File: src/rtl/irq_agg_pkg.sv
// Package: shared register addresses for the interrupt aggregator.
// Assumes a 3-bit register address bus.
package irq_agg_pkg;
    localparam int REG_AW = 3;

    typedef enum logic [REG_AW-1:0] {
        RA_ENABLE = 3'd0,
        RA_MODE   = 3'd1,
        RA_POL    = 3'd2,
        RA_FEN    = 3'd3,
        RA_FTHR   = 3'd4,
        RA_PEND   = 3'd5,
        RA_LEVEL  = 3'd6
    } reg_addr_e;
endpackage

File: src/rtl/irq_sync.sv
// Module: multi-stage flop synchroniser for a bus of independent bits.
// Assumes each bit is an unrelated asynchronous signal; no bus coherency.
module irq_sync #(
    parameter int W      = 1,
    parameter int STAGES = 2
) (
    input  logic         clk,
    input  logic         rst_n,
    input  logic [W-1:0] d_i,
    output logic [W-1:0] q_o
);
    logic [W-1:0] stg_q [STAGES];

    generate
        for (genvar s = 0; s < STAGES; s++) begin : g_stage
            // Stage s: shift one flop further along the chain.
            always_ff @(posedge clk) begin
                if (!rst_n) stg_q[s] <= '0;
                else if (s == 0) stg_q[s] <= d_i;
                else stg_q[s] <= stg_q[(s == 0) ? 0 : s-1];
            end
        end
    endgenerate

    assign q_o = stg_q[STAGES-1];
endmodule

File: src/rtl/irq_src_chan.sv
// Module: one request line after synchronisation. It provides an optional
// stability filter, edge capture into a sticky pending flag, and the
// service-needed term.
// Assumes act_i is already synchronised and polarity-corrected.
module irq_src_chan #(
    parameter int FILT_W = 4
) (
    input  logic              clk,
    input  logic              rst_n,
    input  logic              act_i,
    input  logic              filt_en_i,
    input  logic [FILT_W-1:0] thr_i,
    input  logic              mode_i,
    input  logic              en_i,
    input  logic              clr_i,
    output logic              lvl_o,
    output logic              pend_o,
    output logic              need_o
);
    logic [FILT_W-1:0] cnt_q;
    logic [FILT_W-1:0] thr_m1;
    logic              filt_q;
    logic              prev_q;
    logic              pend_q;
    logic              rise;

    assign thr_m1 = (thr_i == '0) ? '0 : thr_i - 1'b1;
    assign lvl_o  = filt_en_i ? filt_q : act_i;
    assign rise   = lvl_o & ~prev_q;

    // Filter: accept a new level only after it differs for thr cycles.
    always_ff @(posedge clk) begin
        if (!rst_n) begin
            cnt_q  <= '0;
            filt_q <= 1'b0;
        end else if (act_i != filt_q) begin
            if (cnt_q >= thr_m1) begin
                filt_q <= act_i;
                cnt_q  <= '0;
            end else begin
                cnt_q <= cnt_q + 1'b1;
            end
        end else begin
            cnt_q <= '0;
        end
    end

    // Edge detector history of the effective level.
    always_ff @(posedge clk) begin
        if (!rst_n) prev_q <= 1'b0;
        else        prev_q <= lvl_o;
    end

    // Sticky pending flag: a capture wins over a same-cycle clear.
    always_ff @(posedge clk) begin
        if (!rst_n)              pend_q <= 1'b0;
        else if (rise && mode_i) pend_q <= 1'b1;
        else if (clr_i)          pend_q <= 1'b0;
    end

    assign pend_o = pend_q;
    assign need_o = en_i & (mode_i ? pend_q : lvl_o);
endmodule

File: src/rtl/irq_nmi_edge.sv
// Module: non-maskable path. One flag per inactive-to-active transition,
// held until acknowledged; re-armed only by an inactive pin with the flag clear.
// Assumes pin_i is synchronised. A pin active out of reset does not fire.
module irq_nmi_edge (
    input  logic clk,
    input  logic rst_n,
    input  logic pin_i,
    input  logic ack_i,
    output logic flag_o
);
    logic prev_q;
    logic armed_q;
    logic flag_q;
    logic fire;

    assign fire = pin_i & ~prev_q & armed_q;

    // Pin history for edge detection; starts as "active" to block a reset-time edge.
    always_ff @(posedge clk) begin
        if (!rst_n) prev_q <= 1'b1;
        else        prev_q <= pin_i;
    end

    // Arming: dropped on fire, restored when flag clear and pin inactive.
    always_ff @(posedge clk) begin
        if (!rst_n)                   armed_q <= 1'b0;
        else if (fire)                armed_q <= 1'b0;
        else if (!flag_q && !pin_i)   armed_q <= 1'b1;
    end

    // Flag: set on fire, cleared by acknowledge.
    always_ff @(posedge clk) begin
        if (!rst_n)     flag_q <= 1'b0;
        else if (fire)  flag_q <= 1'b1;
        else if (ack_i) flag_q <= 1'b0;
    end

    assign flag_o = flag_q;
endmodule

File: src/rtl/irq_aggregator.sv
// Module: top of the interrupt aggregator. It synchronises the inputs, holds
// the configuration registers, instantiates one channel per line and the
// non-maskable path, and registers the shared request.
// Assumes FILT_W <= N_SRC so the threshold fits the data bus.
module irq_aggregator
    import irq_agg_pkg::*;
#(
    parameter int N_SRC  = 8,
    parameter int FILT_W = 4
) (
    input  logic             clk,
    input  logic             rst_n,
    input  logic [N_SRC-1:0] src_i,
    input  logic             nmi_pin_i,
    input  logic             nmi_ack_i,
    input  logic             reg_we_i,
    input  logic [REG_AW-1:0] reg_addr_i,
    input  logic [N_SRC-1:0] reg_wdata_i,
    output logic [N_SRC-1:0] reg_rdata_o,
    output logic             irq_o,
    output logic             nmi_o
);
    localparam int SYNC_W = N_SRC + 1;

    logic [N_SRC-1:0]  en_q, mode_q, pol_q, fen_q;
    logic [FILT_W-1:0] thr_q;
    logic [SYNC_W-1:0] sync_q;
    logic [N_SRC-1:0]  src_s, act, lvl_vec, pend_vec, need_vec, clr_vec;
    logic              nmi_s;
    logic              irq_q;

    irq_sync #(.W(SYNC_W), .STAGES(2)) u_sync (
        .clk   (clk),
        .rst_n (rst_n),
        .d_i   ({nmi_pin_i, src_i}),
        .q_o   (sync_q)
    );

    assign src_s   = sync_q[N_SRC-1:0];
    assign nmi_s   = sync_q[N_SRC];
    assign act     = src_s ^ pol_q;
    assign clr_vec = (reg_we_i && reg_addr_i == RA_PEND) ? reg_wdata_i : '0;

    // Configuration registers written through the strobe port.
    always_ff @(posedge clk) begin
        if (!rst_n) begin
            en_q   <= '0;
            mode_q <= '0;
            pol_q  <= '0;
            fen_q  <= '0;
            thr_q  <= '0;
        end else if (reg_we_i) begin
            case (reg_addr_e'(reg_addr_i))
                RA_ENABLE: en_q   <= reg_wdata_i;
                RA_MODE:   mode_q <= reg_wdata_i;
                RA_POL:    pol_q  <= reg_wdata_i;
                RA_FEN:    fen_q  <= reg_wdata_i;
                RA_FTHR:   thr_q  <= reg_wdata_i[FILT_W-1:0];
                default:   ;
            endcase
        end
    end

    generate
        for (genvar i = 0; i < N_SRC; i++) begin : g_chan
            irq_src_chan #(.FILT_W(FILT_W)) u_chan (
                .clk       (clk),
                .rst_n     (rst_n),
                .act_i     (act[i]),
                .filt_en_i (fen_q[i]),
                .thr_i     (thr_q),
                .mode_i    (mode_q[i]),
                .en_i      (en_q[i]),
                .clr_i     (clr_vec[i]),
                .lvl_o     (lvl_vec[i]),
                .pend_o    (pend_vec[i]),
                .need_o    (need_vec[i])
            );
        end
    endgenerate

    irq_nmi_edge u_nmi (
        .clk    (clk),
        .rst_n  (rst_n),
        .pin_i  (nmi_s),
        .ack_i  (nmi_ack_i),
        .flag_o (nmi_o)
    );

    // Shared request: high while any enabled line is unsatisfied.
    always_ff @(posedge clk) begin
        if (!rst_n) irq_q <= 1'b0;
        else        irq_q <= |need_vec;
    end

    assign irq_o = irq_q;

    // Read mux for the register view.
    always_comb begin
        case (reg_addr_e'(reg_addr_i))
            RA_ENABLE: reg_rdata_o = en_q;
            RA_MODE:   reg_rdata_o = mode_q;
            RA_POL:    reg_rdata_o = pol_q;
            RA_FEN:    reg_rdata_o = fen_q;
            RA_FTHR:   reg_rdata_o = N_SRC'(thr_q);
            RA_PEND:   reg_rdata_o = pend_vec;
            RA_LEVEL:  reg_rdata_o = lvl_vec;
            default:   reg_rdata_o = '0;
        endcase
    end
endmodule

File: config.mk
export PLATFORM = sky130hd
export DESIGN_NAME = irq_aggregator
export DESIGN_NICKNAME = d
export VERILOG_FILES = /design/src/rtl/irq_agg_pkg.sv /design/src/rtl/irq_sync.sv /design/src/rtl/irq_src_chan.sv /design/src/rtl/irq_nmi_edge.sv /design/src/rtl/irq_aggregator.sv
export SDC_FILE = /design/constraint.sdc
export NUM_CORES = 1
export LEC_CHECK = 0
export CAP_MARGIN = 20
export CORE_MARGIN = 4
export CORE_UTILIZATION = 50
export CTS_BUF_LIST = sky130_fd_sc_hd__clkbuf_16
export CTS_CLUSTER_SIZE = 25
export DETAILED_ROUTE_END_ITERATION = 16
export GPL_ROUTABILITY_DRIVEN = 0
export GPL_TIMING_DRIVEN = 0
export PLACE_DENSITY = 0.73
export SLEW_MARGIN = 20
export SYNTH_ARGS = -nofsm -noshare
export SYNTH_HDL_FRONTEND = slang
export SYNTH_SLANG_ARGS = --single-unit
File: constraint.sdc
create_clock -name clk -period 3 [get_ports clk]
set_input_delay 0.3 -clock clk [delete_from_list [all_inputs] [get_ports clk]]
set_output_delay 0.3 -clock clk [all_outputs]
set_load 0.005 [all_outputs]
==> reports/results.txt <==
Detailed routing inserted a total of 4591 vias. In this run the vertical extent of the chip is 113 um. Buffers added to address setup during post-CTS repair amount to 0. After clock tree synthesis, the clock-pin slew on the worst setup and hold paths is 0.05 ns. The net count reported at finish is 744, and the post-synthesis sequential element count is 114. The total power draw was 3.81 mW; the number of placement rows was 38. For the post-route core utilization, the log shows 0.610. The floorplan step defined a core boundary enclosing 10800 um2. The number of nets in the synthesized netlist was 693. The tools report the global route total overflow as 0. The synthesized netlist cell count was 629; the antenna violation net count after detailed routing was 0.

The critical path is of the input port to output port type. Along the worst path, the maximum fanout reaches 10. The final critical-path share of the clock period is 0.952, and the first-pass iteration count of the detailed router is 5. The Yosys step of the flow raised 0 warnings. In this run, CTS created clock tree buffers numbering 17. The flow ran to the end, and the final reports show no timing, DRC or antenna violations. 34 I/O pins were placed. The unique cell type count in the Yosys netlist is 41.

After synthesis, the cell types taking the most area are sky130_fd_sc_hd__dfxtp_1 41%, sky130_fd_sc_hd__ha_1 9.1%, sky130_fd_sc_hd__nand2_1 7.0%. Of all cell types, the one taking the most synthesized area is sky130_fd_sc_hd__dfxtp_1. During placement, the flow inserted port buffers numbering 32.

The run gives 114 as the sink count of the clock tree. The pin slew with the least headroom to its limit was 0.916 ns; the average vias per placed instance was 5.51. The tools report the number of global-route vias before repair as 4700. The first routing iteration left 353 violations. The global-route wire length before repair is 22900 um. The initial antenna violation count came out at 0. The repair_antennas step left the layout with diodes totalling 0. The hold violation count in the final report is 0. Fraction of registers with async set or reset after synthesis: 0. The tools report the root buffer selected by CTS as sky130_fd_sc_hd__clkbuf_16. The endpoint kind of the worst setup timing path is an output port.

Setup violations remaining at the end of the flow were counted as 0. The prevailing post-synth register cell was sky130_fd_sc_hd__dfxtp_1. At the worst endpoint, the required time is 2.70 ns.

Setup repair after global routing left no endpoint under its margin. From synthesis to final layout, the design area changed by 19.7%. The normalized max-slew margin is 0.372, and the clock latency reported for the late side of the worst-skew pair is 0.41 ns.

For this block, the routed nets add up to 13800 um of wire. For this design, the CTS-stage hold fixing added 0 buffers. Summed over all cells, the static leakage comes to 2.45 nW. The sequential share of the synthesized area came out at 0.415. Area fraction of the dominant cell type after synthesis: 0.415. IR analysis of the VDD net gives a maximum drop of 0.390 mV. The logs give 6590 um2 for the cell area after layout and 0 ns for the total negative slack.

For the H-tree depth reported by CTS, the log shows 4. The worst path needs 2.86 ns of the cycle, external delays included. Entering global routing, the biggest net connects 17 pins. Counting the fill cells in the layout gives 918.

In this run the power density over the cells is 578 nW/um2. Register-to-register setup slack: 0.40 ns. TritonCTS built the clock tree. Leaving out fill and tap cells, the most frequent cell in the layout is sky130_fd_sc_hd__dfxtp_1. For the starting density of the core, the log shows 0.510. Post-route clock skew: 0.00580 ns.

STA puts the critical path data arrival time at 2.56 ns. The average size of a mapped cell is 8.75 um2, and the upper clock frequency limit is 0.350 GHz. For the cell area after placement, the log shows 6000 um2.

Summed over all nets, the half-perimeter wirelength after detailed placement is 9760 um. The mapped netlist covers 5500 um2. Leaving out fill and tap cells, the most frequent cells in the layout are 114 x sky130_fd_sc_hd__dfxtp_1, 103 x sky130_fd_sc_hd__nand2_1, 63 x sky130_fd_sc_hd__nor2_1, 54 x sky130_fd_sc_hd__a21oi_1, 40 x sky130_fd_sc_hd__ha_1. For this run, design rule violations remaining after detail routing come to 0. The run gives 12800 um2 as the die area. In this run the worst hold path is classified as register to register. The clock passes through at most 2 buffers. The share of post-route cells with drive strength above 1 was 0.0808. The number of enable flip-flop cells after synthesis works out to 0. The worst setup path is launched from an input port. The all-layer global routing usage was 0.229. The max-slew violation count was 0. The floorplan step set the die width to 113 um. The tool flagged a number of max-cap violations equal to 0. The average wire per cell in the routed design was 16.6 um.
==> cell usage after synthesis (all sizes together), types with 2 or more instances <==
cell	number
xnor2	16
a32oi	3
and2	24
dfxtp	114
inv	24
a31oi	3
o21ai	16
a22oi	9
ha	40
xor2	16
nor2	64
clkbuf	15
o22a	2
nor3	5
and3	5
a2111o	8
a221o	2
nand2b	9
nand3b	2
nor2b	6
a21oi	55
mux2i	20
nand2	103
nor3b	6
mux2	10
nand3	16
buf	9
a222oi	2
a21o	16
==> critical path, stage by stage <==
cell                              delay (ns)
sky130_fd_sc_hd__clkdlybuf4s50_1        0.52
sky130_fd_sc_hd__nor2b_1                0.20
sky130_fd_sc_hd__clkbuf_1               0.46
sky130_fd_sc_hd__a21oi_1                0.13
sky130_fd_sc_hd__o21ai_0                0.22
sky130_fd_sc_hd__a221o_1                0.21
sky130_fd_sc_hd__clkdlybuf4s50_1        0.51
==> per-layer routing <==
layer / GRT usage / up-vias / wire, um
met5: 0 / - / 0
met3: 0.0508 / 43 / 829
met1: 0.278 / 2127 / 5890
met4: 0.125 / 0 / 509
met2: 0.378 / 173 / 6560
li1: - / 2248 / -
==> sequential cells by signal, summed over array words and instances, names as in the netlist <==
register,cells
en_q,8
fen_q,8
g_chan.u_chan.cnt_q,32
g_chan.u_chan.filt_q,8
g_chan.u_chan.pend_o,8
g_chan.u_chan.prev_q,8
irq_o,1
mode_q,8
pol_q,8
thr_q,4
u_nmi.armed_q,1
u_nmi.flag_o,1
u_nmi.prev_q,1
u_sync.stg_q,18
==> repair_timing <==
action,4_1_cts,5_1_grt
endpoints found under the setup margin,0,32
endpoints found under the hold margin,0,0
resized for setup,0,2
==> logic make-up after synthesis <==
group                    synth area share
adder cells (fa/ha/maj)            0.0909
AO/OA/AOI/OAI                       0.141
AND/OR/NAND/NOR                     0.198
XOR/XNOR                           0.0605
flip-flops                          0.415
multiplexers                       0.0609
buffers and inverters              0.0343
==> power breakdown <==
part	leakage [nW]	internal, mW	switching, mW
logic	1.24	0.115	0.150
clock network	0.287	1.28	0.684
registers	0.926	1.55	0.0295
total	2.45	2.94	0.863
==> cell type report <==
| type | count | area (um2) | share of cell area |
|---|---|---|---|
| multi-input combinational | 467 | 3040 | 0.462 |
| clock buffer | 17 | 425 | 0.0646 |
| tap | 140 | 175 | 0.0266 |
| clock inverter | 15 | 151 | 0.0230 |
| timing repair buffer | 32 | 320 | 0.0486 |
| buffer | 24 | 98.8 | 0.0150 |
| sequential | 114 | 2280 | 0.346 |
| inverter | 24 | 90.1 | 0.0137 |
==> stage by stage <==
step                worst slack (ns)  hold WS (ns)  cells
finish                         0.144         0.429    833
detailed placement            0.0921         0.418    801
global route                 0.00492         0.437    833
global placement               0.188         0.416    801
CTS                           0.0805         0.430    833
floorplan                      0.817         0.412    629
==> worst paths after layout <==
check / startpoint / to / cells past startpoint
max: reg_addr_i[2] / reg_rdata_o[4] / 7
min: u_sync.stg_q[0][1]$_SDFF_PN0_ / u_sync.stg_q[1][1]$_SDFF_PN0_ / 1
max reg2reg: thr_q[0]$_SDFFE_PN0P_ / g_chan[1].u_chan.cnt_q[2]$_SDFF_PP0_ / 6
min reg2reg: u_sync.stg_q[0][1]$_SDFF_PN0_ / u_sync.stg_q[1][1]$_SDFF_PN0_ / 1
Power figures use the tool's default switching activity.
